**config.mk**
```make
export PLATFORM = sky130hd
export DESIGN_NAME = sertx_top
export DESIGN_NICKNAME = d
export VERILOG_FILES = /design/src/rtl/sertx_pkg.sv /design/src/rtl/sertx_hold.sv /design/src/rtl/sertx_fmt.sv /design/src/rtl/sertx_shift.sv /design/src/rtl/sertx_top.sv
export SDC_FILE = /design/constraint.sdc
export NUM_CORES = 1
export LEC_CHECK = 0
export BUFFER_PORTS_ARGS = -buffer_cell sky130_fd_sc_hd__buf_2
export CORE_UTILIZATION = 62
export CTS_CLUSTER_SIZE = 8
export DETAILED_ROUTE_END_ITERATION = 6
export HOLD_SLACK_MARGIN = 0.02
export PLACE_DENSITY = 0.82
export REMOVE_ABC_BUFFERS = 1
export SKIP_LAST_GASP = 1
export SLEW_MARGIN = 30
export SYNTH_ARGS = -nofsm -noshare
export SYNTH_HDL_FRONTEND = slang
export SYNTH_SLANG_ARGS = --single-unit
```
**constraint.sdc**
```tcl
create_clock -name clk_i -period 2.97 [get_ports clk_i]
set_input_delay 0.297 -clock clk_i [delete_from_list [all_inputs] [get_ports clk_i]]
set_output_delay 0.297 -clock clk_i [all_outputs]
set_load 0.01 [all_outputs]
```
**src/rtl/sertx_pkg.sv**
```systemverilog
`timescale 1ns/1ps
package sertx_pkg;

  typedef enum logic [2:0] {
    TX_IDLE,
    TX_START,
    TX_DATA,
    TX_PARITY,
    TX_STOP
  } tx_state_e;

  typedef enum logic [1:0] {
    PAR_NONE     = 2'b00,
    PAR_EVEN     = 2'b01,
    PAR_ODD      = 2'b10,
    PAR_NONE_ALT = 2'b11
  } par_mode_e;

  typedef struct packed {
    logic [1:0] len_code;
    par_mode_e  par_mode;
    logic       stop_long;
  } tx_fmt_t;

endpackage

```
**src/rtl/sertx_hold.sv**
```systemverilog
`timescale 1ns/1ps
module sertx_hold #(
  parameter int DW = 8
) (
  input  logic          clk_i,
  input  logic          rst_ni,
  input  logic          wr_en_i,
  input  logic [DW-1:0] wr_data_i,
  input  logic          take_i,
  output logic          full_o,
  output logic [DW-1:0] data_o
);

  logic          full_q;
  logic [DW-1:0] data_q;

  // write wins over take: shifter grabs old data on the same edge
  always_ff @(posedge clk_i or negedge rst_ni) begin
    if (!rst_ni) begin
      full_q <= 1'b0;
      data_q <= '0;
    end else begin
      if (wr_en_i) begin
        full_q <= 1'b1;
        data_q <= wr_data_i;
      end else if (take_i) begin
        full_q <= 1'b0;
      end
    end
  end

  assign full_o = full_q;
  assign data_o = data_q;

endmodule

```
**src/rtl/sertx_fmt.sv**
```systemverilog
`timescale 1ns/1ps
module sertx_fmt
  import sertx_pkg::*;
#(
  parameter int DW = 8,
  parameter int OS = 16,
  parameter int BW = $clog2(DW),
  parameter int CW = $clog2(2 * OS)
) (
  input  tx_fmt_t       fmt_i,
  input  logic [DW-1:0] data_i,
  output logic [DW-1:0] data_o,
  output logic [BW-1:0] last_bit_o,
  output logic          par_en_o,
  output logic          par_bit_o,
  output logic [CW-1:0] stop_last_o
);

  localparam int MIN_BITS = DW - 3;
  localparam logic [CW-1:0] STOP_ONE   = CW'(OS - 1);
  localparam logic [CW-1:0] STOP_HALF  = CW'(OS + OS / 2 - 1);
  localparam logic [CW-1:0] STOP_TWO   = CW'(2 * OS - 1);

  logic [DW-1:0] masked;

  always_comb begin
    last_bit_o = BW'(MIN_BITS - 1) + BW'(fmt_i.len_code);
    for (int i = 0; i < DW; i++) begin
      masked[i] = data_i[i] & (BW'(i) <= last_bit_o);
    end
  end

  assign data_o    = masked;
  assign par_en_o  = (fmt_i.par_mode == PAR_EVEN) || (fmt_i.par_mode == PAR_ODD);
  assign par_bit_o = (^masked) ^ (fmt_i.par_mode == PAR_ODD);

  always_comb begin
    if (!fmt_i.stop_long)           stop_last_o = STOP_ONE;
    else if (fmt_i.len_code == 2'd0) stop_last_o = STOP_HALF;
    else                            stop_last_o = STOP_TWO;
  end

endmodule

```
**src/rtl/sertx_shift.sv**
```systemverilog
`timescale 1ns/1ps
module sertx_shift
  import sertx_pkg::*;
#(
  parameter int DW = 8,
  parameter int OS = 16,
  parameter int BW = $clog2(DW),
  parameter int CW = $clog2(2 * OS)
) (
  input  logic          clk_i,
  input  logic          rst_ni,
  input  logic          tick_i,
  input  logic          load_i,
  input  logic [DW-1:0] load_data_i,
  input  logic [BW-1:0] last_bit_i,
  input  logic          par_en_i,
  input  logic          par_bit_i,
  input  logic [CW-1:0] stop_last_i,
  output logic          txd_o,
  output logic          idle_o,
  output logic          stop_done_o
);

  localparam logic [CW-1:0] BIT_LAST = CW'(OS - 1);

  tx_state_e     state_q, state_d;
  logic [CW-1:0] cnt_q, cnt_d;
  logic [BW-1:0] bit_q, bit_d;
  logic [DW-1:0] sh_q, sh_d;
  logic [BW-1:0] last_bit_q;
  logic          par_en_q, par_bit_q;
  logic [CW-1:0] stop_last_q;
  logic          txd_q, line_d;
  logic [CW-1:0] seg_last;

  assign seg_last = (state_q == TX_STOP) ? stop_last_q : BIT_LAST;

  always_comb begin
    state_d = state_q;
    cnt_d   = cnt_q;
    bit_d   = bit_q;
    sh_d    = sh_q;
    if (load_i) begin
      state_d = TX_START;
      cnt_d   = '0;
      bit_d   = '0;
      sh_d    = load_data_i;
    end else if (tick_i && (state_q != TX_IDLE)) begin
      if (cnt_q == seg_last) begin
        cnt_d = '0;
        unique case (state_q)
          TX_START: begin
            state_d = TX_DATA;
            bit_d   = '0;
          end
          TX_DATA: begin
            sh_d = sh_q >> 1;
            if (bit_q == last_bit_q) state_d = par_en_q ? TX_PARITY : TX_STOP;
            else                     bit_d   = bit_q + 1'b1;
          end
          TX_PARITY: state_d = TX_STOP;
          TX_STOP:   state_d = TX_IDLE;
          default:   state_d = TX_IDLE;
        endcase
      end else begin
        cnt_d = cnt_q + 1'b1;
      end
    end
  end

  always_comb begin
    unique case (state_d)
      TX_START:  line_d = 1'b0;
      TX_DATA:   line_d = sh_d[0];
      TX_PARITY: line_d = par_bit_q;
      default:   line_d = 1'b1;
    endcase
  end

  always_ff @(posedge clk_i or negedge rst_ni) begin
    if (!rst_ni) begin
      state_q <= TX_IDLE;
      cnt_q   <= '0;
      bit_q   <= '0;
      sh_q    <= '0;
      txd_q   <= 1'b1;
    end else begin
      state_q <= state_d;
      cnt_q   <= cnt_d;
      bit_q   <= bit_d;
      sh_q    <= sh_d;
      txd_q   <= line_d;
    end
  end

  // frame format captured once per character
  always_ff @(posedge clk_i or negedge rst_ni) begin
    if (!rst_ni) begin
      last_bit_q  <= '0;
      par_en_q    <= 1'b0;
      par_bit_q   <= 1'b0;
      stop_last_q <= BIT_LAST;
    end else if (load_i) begin
      last_bit_q  <= last_bit_i;
      par_en_q    <= par_en_i;
      par_bit_q   <= par_bit_i;
      stop_last_q <= stop_last_i;
    end
  end

  assign txd_o       = txd_q;
  assign idle_o      = (state_q == TX_IDLE);
  assign stop_done_o = (state_q == TX_STOP) && tick_i && (cnt_q == stop_last_q);

endmodule

```
**src/rtl/sertx_top.sv**
```systemverilog
`timescale 1ns/1ps
module sertx_top
  import sertx_pkg::*;
#(
  parameter int DATA_W     = 8,
  parameter int OVERSAMPLE = 16
) (
  input  logic              clk_i,
  input  logic              rst_ni,
  input  logic              tick16_i,
  input  logic              wr_en_i,
  input  logic [DATA_W-1:0] wr_data_i,
  input  logic [1:0]        len_sel_i,
  input  logic [1:0]        par_sel_i,
  input  logic              stop_long_i,
  output logic              txd_o,
  output logic              hold_empty_o,
  output logic              tx_empty_o
);

  localparam int BW = $clog2(DATA_W);
  localparam int CW = $clog2(2 * OVERSAMPLE);

  tx_fmt_t           fmt;
  logic              hold_full;
  logic [DATA_W-1:0] hold_data;
  logic [DATA_W-1:0] fmt_data;
  logic [BW-1:0]     last_bit;
  logic              par_en, par_bit;
  logic [CW-1:0]     stop_last;
  logic              sh_idle, sh_stop_done;
  logic              load_w;

  assign fmt.len_code  = len_sel_i;
  assign fmt.par_mode  = par_mode_e'(par_sel_i);
  assign fmt.stop_long = stop_long_i;

  // handover on idle, or on the tick that closes the stop period
  assign load_w = hold_full && (sh_idle || sh_stop_done);

  sertx_hold #(
    .DW(DATA_W)
  ) u_hold (
    .clk_i    (clk_i),
    .rst_ni   (rst_ni),
    .wr_en_i  (wr_en_i),
    .wr_data_i(wr_data_i),
    .take_i   (load_w),
    .full_o   (hold_full),
    .data_o   (hold_data)
  );

  sertx_fmt #(
    .DW(DATA_W),
    .OS(OVERSAMPLE),
    .BW(BW),
    .CW(CW)
  ) u_fmt (
    .fmt_i      (fmt),
    .data_i     (hold_data),
    .data_o     (fmt_data),
    .last_bit_o (last_bit),
    .par_en_o   (par_en),
    .par_bit_o  (par_bit),
    .stop_last_o(stop_last)
  );

  sertx_shift #(
    .DW(DATA_W),
    .OS(OVERSAMPLE),
    .BW(BW),
    .CW(CW)
  ) u_shift (
    .clk_i      (clk_i),
    .rst_ni     (rst_ni),
    .tick_i     (tick16_i),
    .load_i     (load_w),
    .load_data_i(fmt_data),
    .last_bit_i (last_bit),
    .par_en_i   (par_en),
    .par_bit_i  (par_bit),
    .stop_last_i(stop_last),
    .txd_o      (txd_o),
    .idle_o     (sh_idle),
    .stop_done_o(sh_stop_done)
  );

  assign hold_empty_o = !hold_full;
  assign tx_empty_o   = !hold_full && sh_idle;

endmodule

```
==> flow_metrics.py <==
metrics = {
    "worst_setup_path": {
        "worstPathRequired_ns": 3.24,
        "crit_chain": "or3b_4 > nor3_4 > mux2i_1 > nor4b_2 > o221ai_2",
        "crit_family": "simple AND/OR/NAND/NOR gates",
        "startpoint_type": "flip-flop",
        "crit_path_max_incr_delay_ns": 0.52,
        "critPathBufInv": 0,
        "path_class": "reg -> reg",
        "endpoint_kind": "flip-flop",
        "cp_max_fo": 11,
        "arrival_ns": 2.55,
        "crit_slowest_cell": "dfrtp_1",
    },
    "floorplanning": {
        "ios": 20,
        "dieArea_um2": 3300,
        "start_util_pct": 67.3,
        "die_h_um": 57.4,
        "die_w_um": 57.4,
        "core_area_um2": 2830,
        "rows": 19,
    },
    "clock_network": {
        "numCtsBuffers": 5,
        "clock-sinks": 36,
        "postCtsResizedCells": 0,
        "hold_buffers": 0,
        "cts.reportedPaths.clkPinSlew_ns": 0.11,
        "ctsRootBufferMaster": "clkbuf_4",
        "clk_latency_ns": 0.34,
        "cts_tree": "done",
        "cts_max_level": 2,
        "clock_path_buffers": 2,
        "cts_setup_buffers": 0,
    },
    "global_route": {
        "grt_pass1_wl_um": 6520,
        "use_met1_pct": 36.7,
        "grt_use_total_pct": 26.9,
        "grt-ovfl-total": 0,
        "antenna_found_initial": 0,
        "globalRouteMet2Util_pct": 41.7,
        "use_met3_pct": 6.35,
        "grt_start_max_net_pins": 37,
        "grt-busiest-layer": "met2",
        "first_global_vias": 1398,
    },
    "placement": {
        "port_buffers": 19,
        "hpwl_um": 2770,
        "dp_cells": 217,
        "routabilityCongestion": 0.860,
    },
    "sta": {
        "period_minus_slack_ns": 2.28,
        "fmaxAchievable_mhz": 438,
        "clock_skew_ns": 0.00404,
        "worst_slew_margin_rel_pct": 48.2,
        "setup_viol": 0,
        "fin_setup_tns_ns": 0,
        "fin_hold_ws_ns": 0.0170,
        "finalCritPeriodShare_pct": 76.9,
        "rsz0062_at_grt": "no",
        "slew_viol_final": 0,
        "hold_viol": 0,
        "tightest_slew_ns": 0.777,
    },
    "cells_and_area": {
        "fillers": 207,
        "drive_above_1_share_pct": 28.9,
        "fin_util_pct": 72.2,
        "syn2layout_area_growth_pct": 7.23,
        "instances_no_fill": 225,
        "nets": 213,
        "diodes": 0,
    },
    "min_path": {
        "hp-class": "in -> async",
    },
    "synth": {
        "yosysWarnings": 0,
        "ys_async_sr_fraction_pct": 100,
        "synth_top_cell_area_share_pct": 44.7,
        "synth-edff-count": 0,
        "synth.most_common_cell": "dfrtp_1",
        "ys.flop_type": "dfrtp_1",
        "ys_top_cells_by_count": "dfrtp_1, nand2_1, nor2_1, xnor2_1",
        "ys_seq_elements": 36,
        "syn_area_um2": 1900,
        "yosys.area.top_type": "dfrtp_1",
        "syn_avg_cell_area_um2": 10.9,
        "syn_inst": 174,
        "ys_types": 50,
        "synth.area.top_cells": "dfrtp_1, xnor2_1, mux2_2, nand2_1, dfstp_2",
        "ys_seq_area_share_pct": 47.4,
    },
    "outcome": {
        "status": "finished, final reports clean",
    },
    "drt": {
        "drt_iter0_drc": 78,
        "routed-via-count": 1438,
        "drt_wl_total_um": 3780,
        "drt-wirelength-per-cell_um": 16.8,
        "ant_nets": 0,
        "drc": 0,
        "vias_per_cell": 6.39,
        "drt-pass1-iter-count": 5,
    },
    "power": {
        "p_leak_nw": 0.967,
        "p_per_area_nw_per_um2": 800,
        "ir_drop_mv": 0.455,
    },
    "run": {
        "cap_viol_max_count": 0,
    },
}
## cell type report
class	count	area [um2]	share of cell area, %
multi-input cells	121	905	44.3
repair buffers	19	95.1	4.66
clock inverters	1	7.51	0.368
well taps	31	38.8	1.90
clock buffers	7	55.1	2.70
inverters	10	37.5	1.84
flip-flops and latches	36	903	44.2
## path summary, 6_finish.rpt
path	start	end	slack, ns	depth (start not counted)
min reg2reg	u_shift.sh_q[3]	u_shift.sh_q[3]	0.49	1
min in group clk_i	stop_long_i	u_shift.stop_last_q[3]	0.12	2
max in group asynchronous	rst_ni	u_shift.bit_q[0]	2.46	1
max reg2reg	u_shift.state_q[2]	u_shift.txd_o	0.69	5
min	rst_ni	u_shift.state_q[1]	0.02	1
max	u_shift.state_q[2]	u_shift.txd_o	0.69	5
## through the flow
stage               power, mW  worst slack (ns)  area, um2
global placement         1.31             0.901       1980
detailed placement       1.35             0.739       1980
global route             1.73             0.627       2040
floorplan                1.19              1.05       1850
finish                   1.63             0.685       2040
CTS                      1.63             0.716       2040
## power by group
group	total [mW]	internal (mW)	switching, mW	leakage, nW
sequential	0.785	0.638	0.147	0.442
clock	0.284	0.116	0.168	0.0315
combinational	0.565	0.266	0.299	0.493
total	1.63	1.02	0.615	0.967
## cells by family (layout without fill, tap and decap cells)
group	count (synthesis)	count (layout)	share of synthesized area, %
compound gates	38	38	15.4
xor+xnor	17	17	7.82
simple gates	52	52	16.0
mux	11	11	6.31
flops	36	36	47.4
fa+ha+maj	3	3	1.97
buf+inv	17	37	5.06
## routing by layer
metal	routed length (um)	vias up
li1	-	651
met1	1640	693
met2	1750	77
met3	288	17
met4	102	0
met5	0	-
## registers in the layout, indices dropped and copies added (netlist names)
signal,cells
u_shift.par_en_q,1
u_shift.txd_o,1
u_shift.cnt_q,5
u_shift.par_bit_q,1
u_shift.state_q,3
u_shift.sh_q,8
u_shift.last_bit_q,3
u_hold.full_o,1
u_shift.stop_last_q,2
u_shift.bit_q,3
u_hold.data_o,8
## cell usage in the layout (no fill, tap or decap), types with 2 or more instances in the layout
cell type,count
a221o_1,2
buf_2,19
nand2b_1,2
a21oi_1,4
a31oi_1,2
mux2_2,8
dfrtp_1,34
inv_1,10
clkbuf_4,5
nor2_1,11
o31ai_1,2
dfstp_2,2
a22o_2,3
xor2_1,6
nand3_1,6
mux2i_1,3
a21o_2,4
nand2_1,16
ha_1,3
o21ai_0,10
xnor2_1,11
nand4_1,2
or2_2,2
Note: power is estimated with default switching activity, not from simulation.
